--- src/rtl/rdser_pkg.sv ---
`timescale 1ns/1ps
package rdser_pkg;
  localparam logic [7:0] OP_READ = 8'h03;
  localparam logic [7:0] OP_FAST = 8'h0B;
  localparam logic [7:0] OP_DUAL = 8'h3B;
  localparam int OP_BITS = 8;

  typedef enum logic [2:0] {ST_CMD, ST_ADDR, ST_DUMMY, ST_DATA, ST_IGNORE} phase_e;

  // strobes from control to datapath
  typedef struct packed {
    logic clr;         // chip select high: abandon transfer
    logic addrShift;   // shift address bit in
    logic hdrDone;     // last header bit sampled this cycle
    logic addrFromReg; // start address already complete in register
    logic dataPhase;   // streaming data
    logic dual;        // two-lane output
  } strobe_t;
endpackage

--- src/rtl/rdser_ctrl.sv ---
`timescale 1ns/1ps
module rdser_ctrl
  import rdser_pkg::*;
#(
  parameter int ADDR_BITS  = 24,
  parameter int DUMMY_BITS = 8
) (
  input  logic    clk,
  input  logic    rstN,
  input  logic    csN,
  input  logic    busy,
  input  logic    dioIn,
  output strobe_t stb
);
  localparam int CW = $clog2(ADDR_BITS + 1);

  phase_e        state;
  logic [CW-1:0] cnt;
  logic [6:0]    opSh;
  logic          fastR;
  logic          dualR;
  logic [7:0]    opFull;
  logic          opValid;
  logic          lastOp, lastAddr, lastDummy;

  assign opFull    = {opSh, dioIn};
  assign opValid   = (opFull == OP_READ) || (opFull == OP_FAST) || (opFull == OP_DUAL);
  assign lastOp    = (cnt == CW'(OP_BITS - 1));
  assign lastAddr  = (cnt == CW'(ADDR_BITS - 1));
  assign lastDummy = (cnt == CW'(DUMMY_BITS - 1));

  always_ff @(posedge clk or negedge rstN) begin
    if (!rstN) begin
      state <= ST_CMD;
      cnt   <= '0;
      opSh  <= '0;
      fastR <= 1'b0;
      dualR <= 1'b0;
    end else if (csN) begin
      state <= ST_CMD;
      cnt   <= '0;
      fastR <= 1'b0;
      dualR <= 1'b0;
    end else begin
      case (state)
        ST_CMD: begin
          opSh <= opFull[6:0];
          cnt  <= cnt + 1'b1;
          if (lastOp) begin
            cnt <= '0;
            if (!busy && opValid) begin
              state <= ST_ADDR;
              fastR <= (opFull != OP_READ);
              dualR <= (opFull == OP_DUAL);
            end else begin
              state <= ST_IGNORE;
            end
          end
        end
        ST_ADDR: begin
          cnt <= cnt + 1'b1;
          if (lastAddr) begin
            cnt   <= '0;
            state <= fastR ? ST_DUMMY : ST_DATA;
          end
        end
        ST_DUMMY: begin
          cnt <= cnt + 1'b1;
          if (lastDummy) begin
            cnt   <= '0;
            state <= ST_DATA;
          end
        end
        default: ;
      endcase
    end
  end

  always_comb begin
    stb.clr         = csN;
    stb.addrShift   = !csN && (state == ST_ADDR);
    stb.hdrDone     = !csN && (((state == ST_ADDR) && lastAddr && !fastR) ||
                               ((state == ST_DUMMY) && lastDummy));
    stb.addrFromReg = (state == ST_DUMMY);
    stb.dataPhase   = (state == ST_DATA);
    stb.dual        = dualR;
  end

  // data phase is entered only from the end of a header
  a_r1_data_after_header: assert property (@(posedge clk) disable iff (!rstN)
    $rose(stb.dataPhase) |-> ($past(state) == ST_ADDR || $past(state) == ST_DUMMY));

  // a command finishing under busy is dropped
  a_r7_busy_drops: assert property (@(posedge clk) disable iff (!rstN)
    (state == ST_CMD && lastOp && busy && !csN) |=> (state == ST_IGNORE));

  // chip select high restarts at the command byte
  a_r9_cs_restart: assert property (@(posedge clk) disable iff (!rstN)
    csN |=> (state == ST_CMD && cnt == '0));
endmodule

--- src/rtl/rdser_dp.sv ---
`timescale 1ns/1ps
module rdser_dp
  import rdser_pkg::*;
#(
  parameter int AW = 21
) (
  input  logic          clk,
  input  logic          rstN,
  input  strobe_t       stb,
  input  logic          dioIn,
  output logic          memRdEn,
  output logic [AW-1:0] memAddr,
  input  logic [7:0]    memData,
  output logic          soOut,
  output logic          soOe,
  output logic          dioOut,
  output logic          dioOe
);
  logic [AW-1:0] addrSh;
  logic [AW-1:0] addrCnt;
  logic [AW-1:0] startA;
  logic [7:0]    shReg;
  logic [7:0]    pfReg;
  logic [7:0]    srcByte;
  logic [7:0]    nextShift;
  logic          pfValid;
  logic          rdPend;
  logic          useMem;
  logic [2:0]    emitCnt;
  logic [2:0]    lastEmit;
  logic          rdFetch;
  logic          soOutR, dioOutR, soOeR, dioOeR;

  assign startA    = stb.addrFromReg ? addrSh : {addrSh[AW-2:0], dioIn};
  assign srcByte   = useMem ? memData : shReg;
  assign nextShift = stb.dual ? {srcByte[5:0], 2'b00} : {srcByte[6:0], 1'b0};
  assign lastEmit  = stb.dual ? 3'd3 : 3'd7;
  assign rdFetch   = stb.dataPhase && !stb.clr && !pfValid && !rdPend;
  assign memRdEn   = stb.hdrDone || rdFetch;
  assign memAddr   = stb.hdrDone ? startA : addrCnt;

  always_ff @(posedge clk or negedge rstN) begin
    if (!rstN) begin
      addrSh  <= '0;
      addrCnt <= '0;
      shReg   <= '0;
      pfReg   <= '0;
      pfValid <= 1'b0;
      rdPend  <= 1'b0;
      useMem  <= 1'b0;
      emitCnt <= '0;
    end else if (stb.clr) begin
      pfValid <= 1'b0;
      rdPend  <= 1'b0;
      useMem  <= 1'b0;
      emitCnt <= '0;
    end else begin
      if (stb.addrShift) addrSh <= {addrSh[AW-2:0], dioIn};
      if (stb.hdrDone) begin
        addrCnt <= startA + 1'b1;
        useMem  <= 1'b1;
        emitCnt <= '0;
      end
      if (rdFetch) begin
        rdPend  <= 1'b1;
        addrCnt <= addrCnt + 1'b1;
      end
      if (rdPend) begin
        pfReg   <= memData;
        pfValid <= 1'b1;
        rdPend  <= 1'b0;
      end
      if (stb.dataPhase) begin
        useMem <= 1'b0;
        if (emitCnt == lastEmit) begin
          shReg   <= pfReg;
          pfValid <= 1'b0;
          emitCnt <= '0;
        end else begin
          shReg   <= nextShift;
          emitCnt <= emitCnt + 1'b1;
        end
      end
    end
  end

  // launch on the falling edge
  always_ff @(negedge clk or negedge rstN) begin
    if (!rstN) begin
      soOutR  <= 1'b0;
      dioOutR <= 1'b0;
      soOeR   <= 1'b0;
      dioOeR  <= 1'b0;
    end else begin
      soOutR  <= srcByte[7];
      dioOutR <= srcByte[6];
      soOeR   <= stb.dataPhase && !stb.clr;
      dioOeR  <= stb.dataPhase && stb.dual && !stb.clr;
    end
  end

  assign soOut  = soOutR;
  assign dioOut = dioOutR;
  assign soOe   = soOeR && !stb.clr;
  assign dioOe  = dioOeR && !stb.clr;

  // a byte boundary always finds the next byte prefetched
  a_r10_reload_ready: assert property (@(posedge clk) disable iff (!rstN)
    (stb.dataPhase && !stb.clr && !useMem && emitCnt == lastEmit) |-> pfValid);

  // at most one byte in flight or held
  a_r10_single_pending: assert property (@(posedge clk) disable iff (!rstN)
    rdPend |-> !pfValid);

  // the bidirectional pin drives only alongside the dedicated output
  a_r8_bidir_with_so: assert property (@(posedge clk) disable iff (!rstN)
    dioOe |-> soOe);
endmodule

--- src/rtl/dual_read_serializer.sv ---
`timescale 1ns/1ps
module dual_read_serializer
  import rdser_pkg::*;
#(
  parameter int AW = 21
) (
  input  logic          clk,
  input  logic          rstN,
  input  logic          csN,
  input  logic          busy,
  input  logic          dioIn,
  output logic          dioOut,
  output logic          dioOe,
  output logic          soOut,
  output logic          soOe,
  output logic          memRdEn,
  output logic [AW-1:0] memAddr,
  input  logic [7:0]    memData
);
  strobe_t stb;

  rdser_ctrl #(.ADDR_BITS(24), .DUMMY_BITS(8)) ctrl_i (
    .clk(clk), .rstN(rstN), .csN(csN), .busy(busy), .dioIn(dioIn), .stb(stb)
  );

  rdser_dp #(.AW(AW)) dp_i (
    .clk(clk), .rstN(rstN), .stb(stb), .dioIn(dioIn),
    .memRdEn(memRdEn), .memAddr(memAddr), .memData(memData),
    .soOut(soOut), .soOe(soOe), .dioOut(dioOut), .dioOe(dioOe)
  );
endmodule

--- config.mk ---
export PLATFORM = sky130hd
export DESIGN_NAME = dual_read_serializer
export DESIGN_NICKNAME = d
export VERILOG_FILES = /design/src/rtl/rdser_pkg.sv /design/src/rtl/rdser_ctrl.sv /design/src/rtl/rdser_dp.sv /design/src/rtl/dual_read_serializer.sv
export SDC_FILE = /design/constraint.sdc
export NUM_CORES = 1
export LEC_CHECK = 0
export CORE_MARGIN = 2
export CORE_UTILIZATION = 59
export DETAILED_ROUTE_END_ITERATION = 8
export PLACE_DENSITY = 0.8
export SLEW_MARGIN = 40
export SYNTH_ARGS = -nofsm -noshare
export SYNTH_HDL_FRONTEND = slang
export SYNTH_SLANG_ARGS = --single-unit
--- constraint.sdc ---
create_clock -name clk -period 4.56 [get_ports clk]
set_input_delay 0.456 -clock clk [delete_from_list [all_inputs] [get_ports clk]]
set_output_delay 0.456 -clock clk [all_outputs]
set_load 0.005 [all_outputs]
---- Yosys cells after proc, flatten, opt, wreduce, memory -nomap -nowiden ----
Cells that the tools add are included.
word-level totals
  input bits .............................. 13
  memories kept ........................... 0
  bits in latches ......................... 0
  output and inout port bits .............. 26
  RAM bits ................................ 0
  word-level logic and storage cells ...... 114
  memory bits (read-only) ................. 0
  flip-flop bits (word level) ............. 85
operators by class
  bitwise logic cells ..................... 1
  eq/ne operators ......................... 13
  shifts and indexed selects .............. 0
  divide/modulo/power cells ............... 0
  magnitude comparators ................... 0
  multiplexer cells ....................... 41
  $mul .................................... 0
  reduce and logical (&&, ||, !) cells .... 38
  add/sub/neg operators ................... 4
operators by type and width
  operator                                                number
  two-way mux 21 bit                                      4
  adder 21 x 1 -> 21 bit (second input constant)          2
  two-way mux 3 bit                                       10
  two-way mux 8 bit                                       3
  two-way mux 1 bit                                       19
  two-way mux 5 bit                                       3
  logical AND 1 bit                                       13
  one-hot mux 5 bit (2 select lines)                      1
  AND reduction 2 bit                                     5
  one-hot mux 3 bit (3 select lines)                      1
  == test 8 x 2 -> 1 bit (second input constant)          1
  == test 8 x 4 -> 1 bit (second input constant)          1
  == test 8 x 6 -> 1 bit (second input constant)          1
  inequality test 8 x 2 -> 1 bit (second input constant)  1
  nonzero test 2 bit                                      4
  == test 3 x 2 -> 1 bit (second input constant)          2
  inequality test 3 x 2 -> 1 bit (second input constant)  2
  nonzero test 3 bit                                      2
  adder 5 x 1 -> 5 bit (second input constant)            1
  == test 5 x 3 -> 1 bit (second input constant)          1
  == test 5 bit (second input constant)                   1
  zero test 1 bit                                         5
  logical OR 1 bit                                        4
  AND reduction 4 bit                                     1
  other kinds (9)                                         9

---- Longest topological paths before layout ----
Gate-level depths: netlist of the first run.
  word-level depth ........................ 8
  depth in mapped cells ................... 16
  mapped depth without buffers ............ 12

---- Cells and area by module ----
A second synthesis of the first run with hierarchy kept.
second synthesis, totals
  cell total of the unflattened synthesis .. 575
  area, all modules ....................... 5330.1 µm²
modules (own cells, without submodules)
  module      cells each  area each (µm²)  instances  seq. area each (µm²)
  rdser_dp    483         4360.4           1          1701.6
  rdser_ctrl  92          969.7            1          425.4

==> out/summary.txt, run 1 <==
first-pass GRT wire length -> 20.5 mm
Ys Warns -> 0
setup TNS -> 0 ns
post-synthesis sequential area ratio -> 0.411
Pins Over Slew Limit -> 0
Data required, critical path -> 4.10 ns
most frequent cells in the layout -> dfrtp_1 (81), nand2_1 (76), nor2_1 (54)
Filler cells -> 678
# nets final -> 608
crit-path max FO -> 1
clk buf depth -> 2
total power -> 1.87 mW
Post-DP Area -> 5660 um^2
final WL -> 11.9 mm
LEAKAGE -> 2.61 nW
Flop pwr share -> 0.511
pre-CTS setup slack -> 0.605 ns
R2R setup slack -> 0.75 ns
Netlist cell types -> 68
vias in the first global route -> 4306
Crit Path Category -> reg2out
WHS Endpoint -> dp_i.shReg[0]
asr flop ratio synth -> 1.00
Setup Skew -> 0.0279 ns
Final ANT Viol Nets -> 0
core area -> 8590 um^2
clock-pin slew on the worst setup and hold paths -> 0.09 ns
total clock buffers created by CTS -> 9
Post-Syn Instances -> 562
Core Util, Final -> 0.683
Comb pwr share -> 0.187
Pwr Density -> 318 nW/um^2
gr usage total -> 0.264
switch share -> 0.308
Buffers on Ports -> 38
maximum vdd ir drop -> 0.184 mV
Avg Cell Area, Syn -> 9.20 um^2
Die Span Y -> 97.6 um
Post-CTS Resized -> 0
fin cells -> 705
prevailing post-synth register cell -> dfrtp_1
r2r endpoint -> dp_i.dioOeR
status -> completed
CP Launch Type -> flip-flop
Num Clock Sinks -> 85
Synth-to-Final Area Change -> 13.6%
First DRT Iteration DRCs -> 322
I/O pin total -> 39
Die X -> 97.6 um
# rows -> 34
worst path arrival time -> 3.71 ns
GP Congestion -> 0.896
Setup-failing EPs final -> 0
DR WL/cell -> 16.9 um
Multi-input gate area -> 2860 um^2
post-route worst setup slack -> 0.395 ns
commonest non-fill, non-tap cell in the layout -> dfrtp_1
Post-synth EDFFs -> 0
Cells on Worst Hold Path -> 2
Clock power frac -> 0.302
design area -> 5870 um^2
Hold WS -> 0.481 ns
internal power -> 1.29 mW
Clock Latency Late Sink -> 0.36 ns
Yosys reg bits -> 85
DR vias -> 4419
Slew @ Worst Pin -> 0.722 ns
cell area after synthesis -> 5170 um^2
DR DRC count -> 0
DP Wirelength -> 8.20 mm
HP Start -> dp_i.shReg[0]
RSZ-0062 raised after global routing -> false
Slew HR -> 0.519
Hold Crit Class -> reg2reg
die area -> 9530 um^2
Starting Density -> 0.602
total congestion overflow -> 0
router iterations before antenna repair -> 6
Hold Vio Cnt, Final -> 0
Reg2Reg Depth -> 4
H-tree depth -> 3
largest net degree at the start of global routing -> 57
CTS root buffer -> clkbuf_8
initial antenna violation count -> 0
P_sw -> 0.576 mW
CTS tree -> yes
Vias per Instance -> 6.27
max-cap viol count -> 0
Critical Path Sink Type -> primary output
placed instance count -> 688
antenna cells -> 0
Mapped Nets -> 578
ratio of cells with drive above 1 in the final layout -> 0.152
register area -> 2130 um^2
FF-to-FF Start -> ctrl_i.state[2]
how the worst max path moves through the flow:
stage | to | startpoint | cells past startpoint | slack, ns
floorplan | dp_i.dioOeR | csN | 5 | 0.64
finish | dioOe | dp_i.dioOeR | 2 | 0.40
CTS | dioOe | dp_i.dioOeR | 2 | 0.37
global route | dioOe | dp_i.dioOeR | 2 | 0.32
detailed placement | dp_i.dioOeR | csN | 4 | 0.61
global placement | dp_i.dioOeR | csN | 4 | 0.61
critical path: stages, from the launching register on:
cell and delay [ns]:
dfrtn_1 0.39, nor2b_1 0.17, clkdlybuf4s50_1 0.53
cells in the mapped netlist, types with 3 or more instances:
master	n	area, um^2
inv_1	8	30.0
xnor2_1	7	61.3
clkinv_1	3	11.3
o2111ai_1	4	35.0
a21o_1	5	37.5
or3b_2	3	26.3
nor3b_1	4	30.0
dfrtn_1	4	100
a21oi_1	28	140
and3_1	4	25.0
o211a_1	3	30.0
mux2_2	40	450
o22ai_1	4	25.0
ha_1	3	37.5
a31oi_1	18	113
nand2_1	76	285
nand3_1	21	105
mux2i_1	24	240
nor4bb_1	3	30.0
nor2_1	54	203
clkbuf_1	28	105
a211oi_1	7	52.6
buf_1	3	11.3
dfrtp_1	81	2030
nor3_1	8	40.0
nand3b_1	3	22.5
nor4_1	3	18.8
a21boi_0	5	37.5
xor2_1	7	61.3
nand2b_1	5	31.3
buf_2	4	20.0
o21ai_0	32	160
and2_1	3	18.8
o21a_1	4	30.0
o211ai_1	9	67.6
o221a_2	3	33.8
or3_1	4	25.0
sequential cells by signal, summed over array words and instances, names as in the netlist, 3 cells and up:
register      flops
dp_i.shReg        8
ctrl_i.opSh       7
dp_i.addrCnt     21
dp_i.pfReg        8
dp_i.addrSh      21
dp_i.emitCnt      3
ctrl_i.state      3
ctrl_i.cnt        5
metal layers:
metal | track usage | vias up | share of wire
met5 | 0 | - | 0
met4 | 0.131 | 0 | 0.030
met3 | 0.0388 | 33 | 0.044
met2 | 0.433 | 139 | 0.49
met1 | 0.342 | 2141 | 0.43
li1 | - | 2106 | -
power groups by stage:
stage | logic, mW | registers (mW) | clock network, mW
finish | 0.350 | 0.955 | 0.564
global route | 0.393 | 0.973 | 0.606
CTS | 0.351 | 0.953 | 0.574
detailed placement | 0.349 | 0.967 | 0
global placement | 0.334 | 0.961 | 0
floorplan | 0.237 | 0.936 | 0
kinds of logic (layout without fill, tap and decap cells):
family,count (synthesis),count (layout),share of synthesized area
and+or+nand+nor,206,206,0.195
AOI/OAI and AO/OA,140,140,0.182
DFF,85,85,0.411
muxes,67,67,0.144
buffers and inverters,47,82,0.0358
xor gates and xnor gates,14,14,0.0237
adders and majority gates,3,3,0.00726
layout make-up:
cell class | count | share of cell area
sequential | 85 | 0.362
clock buffer | 9 | 0.0211
inverter | 11 | 0.00703
multi-input combinational | 430 | 0.487
tap | 108 | 0.0230
timing repair buffer | 55 | 0.0865
clock inverter | 7 | 0.0136
timing repair:
action | in CTS | in global routing
hold buffers | 1 | 0
buffers inserted | 0 | 0
endpoints found under the hold margin | 9 | 0
Note: power is estimated with default switching activity, not from simulation.
==> run 2: changes to the inputs <==
- CORE_ASPECT_RATIO: not set -> 0.7
- CORE_UTILIZATION: 59 -> 64
- DONT_BUFFER_PORTS: not set -> 1
- SLEW_MARGIN: 40 -> 20
==> out/summary.txt, run 2 (synthesis gave the netlist of run 1 again) <==
Final ANT Viol Nets -> 0 (unchanged)
Reg2Reg Depth -> 4 (unchanged)
Data required, critical path -> 2.48 ns (was 4.10 ns)
setup TNS -> 0 ns (unchanged)
GP Congestion -> 0.873 (was 0.896)
worst path cell trace -> and3b_1 -> nand2b_1 -> clkinv_1 -> and2_1 (was nor2b_1 -> clkdlybuf4s50_1)
placed instance count -> 640 (was 688)
total clock buffers created by CTS -> 9 (unchanged)
slowest stage cell, crit path -> dfrtp_1 (was clkdlybuf4s50_1)
I/O pin total -> 39 (unchanged)
Critical Path Sink Type -> flip-flop (was primary output)
largest net degree at the start of global routing -> 82 (was 57)
status -> finished with violations (was completed)
first-pass GRT wire length -> 21.0 mm (was 20.5 mm)
Filler cells -> 569 (was 678)
Num Clock Sinks -> 85 (unchanged)
fin cells -> 657 (was 705)
total congestion overflow -> 0 (unchanged)
Slew @ Worst Pin -> 0.676 ns (was 0.722 ns)
DR WL/cell -> 19.0 um (was 16.9 um)
max incr delay on CP -> 0.57 ns (was 0.53 ns)
r2r endpoint -> dp_i.dioOeR (unchanged)
Clock Latency Late Sink -> 0.35 ns (was 0.36 ns)
worst path arrival time -> 1.64 ns (was 3.71 ns)
violated checks -> negative hold slack
Hold WS -> -0.000574 ns (was 0.481 ns)
initial antenna violation count -> 0 (unchanged)
CTS tree -> yes (unchanged)
Die Span Y -> 79.2 um (was 97.6 um)
Starting Density -> 0.660 (was 0.602)
LEAKAGE -> 2.53 nW (was 2.61 nW)
Clock power frac -> 0.390 (was 0.302)
Pins Over Slew Limit -> 0 (unchanged)
Slew HR -> 0.549 (was 0.519)
Flop pwr share -> 0.466 (was 0.511)
max-cap viol count -> 0 (unchanged)
Post-DP Area -> 5250 um^2 (was 5660 um^2)
P_sw -> 0.566 mW (was 0.576 mW)
Pwr Density -> 369 nW/um^2 (was 318 nW/um^2)
Setup-failing EPs final -> 0 (unchanged)
Comb pwr share -> 0.144 (was 0.187)
Core Util, Final -> 0.715 (was 0.683)
Vias per Instance -> 6.52 (was 6.27)
Hold Vio Cnt, Final -> 1 (was 0)
pre-CTS setup slack -> 0.860 ns (was 0.605 ns)
Largest regs -> dp_i.addrCnt (21), dp_i.addrSh (21) (unchanged)
Setup Skew -> 0.00765 ns (was 0.0279 ns)
most frequent cells in the layout -> dfrtp_1 (81), nand2_1 (76), nor2_1 (54) (unchanged)
die area -> 8820 um^2 (was 9530 um^2)
# rows -> 27 (was 34)
clk buf depth -> 2 (unchanged)
CTS root buffer -> clkbuf_16 (was clkbuf_8)
vias in the first global route -> 4129 (was 4306)
switch share -> 0.274 (was 0.308)
commonest non-fill, non-tap cell in the layout -> dfrtp_1 (unchanged)
Synth-to-Final Area Change -> 8.40% (was 13.6%)
maximum vdd ir drop -> 0.281 mV (was 0.184 mV)
internal power -> 1.50 mW (was 1.29 mW)
core area -> 7840 um^2 (was 8590 um^2)
Hold Crit Class -> in2async (was reg2reg)
ratio of cells with drive above 1 in the final layout -> 0.156 (was 0.152)
FF-to-FF Start -> ctrl_i.state[2] (unchanged)
crit-path leading delay family -> simple AND/OR/NAND/NOR gates (was buffers and inverters)
post-route worst setup slack -> 0.838 ns (was 0.395 ns)
# nets final -> 567 (was 608)
RSZ-0062 raised after global routing -> false (unchanged)
final WL -> 12.5 mm (was 11.9 mm)
R2R setup slack -> 0.84 ns (was 0.75 ns)
DR vias -> 4284 (was 4419)
gr usage total -> 0.301 (was 0.264)
CP Launch Type -> flip-flop (unchanged)
antenna cells -> 0 (unchanged)
Die X -> 111 um (was 97.6 um)
Crit Path Category -> reg2reg (was reg2out)
DP Wirelength -> 8.40 mm (was 8.20 mm)
H-tree depth -> 3 (unchanged)
Post-CTS Resized -> 0 (unchanged)
crit-path max FO -> 14 (was 1)
clock-pin slew on the worst setup and hold paths -> 0.07 ns (was 0.09 ns)
Buffers on Ports -> 0 (was 38)
First DRT Iteration DRCs -> 453 (was 322)
DR DRC count -> 0 (unchanged)
total power -> 2.07 mW (was 1.87 mW)
router iterations before antenna repair -> 5 (was 6)
design area -> 5600 um^2 (was 5870 um^2)
crit path buf inv count -> 1 (unchanged)
## run 2: cell count changes in the layout (fill, tap and decap cells not counted), moves of 2 or more
cell / delta
clkdlybuf4s50_1: -37
clkbuf_16: +9
clkbuf_8: -7
buf_4: -4
inv_6: -3
clkinv_2: +2
clkinvlp_4: -2
## run 2: how the worst max path moves through the flow
| stage | from | endpoint | depth (start not counted) |
|---|---|---|---|
| 6_report | ctrl_i.state[2] | dp_i.dioOeR | 4 |
| 5_1_grt | ctrl_i.state[2] | dp_i.dioOeR | 4 |
| 4_1_cts | ctrl_i.state[2] | dp_i.dioOeR | 4 |
| 3_5_place_dp | ctrl_i.state[2] | dp_i.dioOeR | 4 |
| 3_3_place_gp | ctrl_i.state[2] | dp_i.dioOeR | 4 |
| 2_1_floorplan | csN | dp_i.dioOeR | 5 |
## run 2: timing repair
action	in CTS	in global routing
hold buffers	1	0
endpoints found under the hold margin	81	0
setup endpoints to repair	0	0
buffers inserted	0	0
## run 2: final cells by class
class | instances | area [um^2] | share of cell area
inverter | 11 | 41.3 | 0.00737
timing repair buffer | 14 | 125 | 0.0223
clock inverter | 4 | 70.1 | 0.0125
tap | 101 | 126 | 0.0225
multi-input combinational | 430 | 2860 | 0.510
clock buffer | 12 | 256 | 0.0458
sequential | 85 | 2130 | 0.380
## run 2: power by group through the flow
stage	sequential (mW)	clock, mW	combinational, mW
3_5_place_dp	0.970	0	0.281
6_report	0.964	0.807	0.299
2_1_floorplan	0.936	0	0.237
4_1_cts	0.959	0.814	0.299
5_1_grt	0.981	0.840	0.337
3_3_place_gp	0.963	0	0.264
## run 2: per-layer routing
layer / global-route usage / part of all wire
met5: 0 / 0
met4: 0.0741 / 0.011
met3: 0.0809 / 0.069
met2: 0.457 / 0.45
met1: 0.432 / 0.47
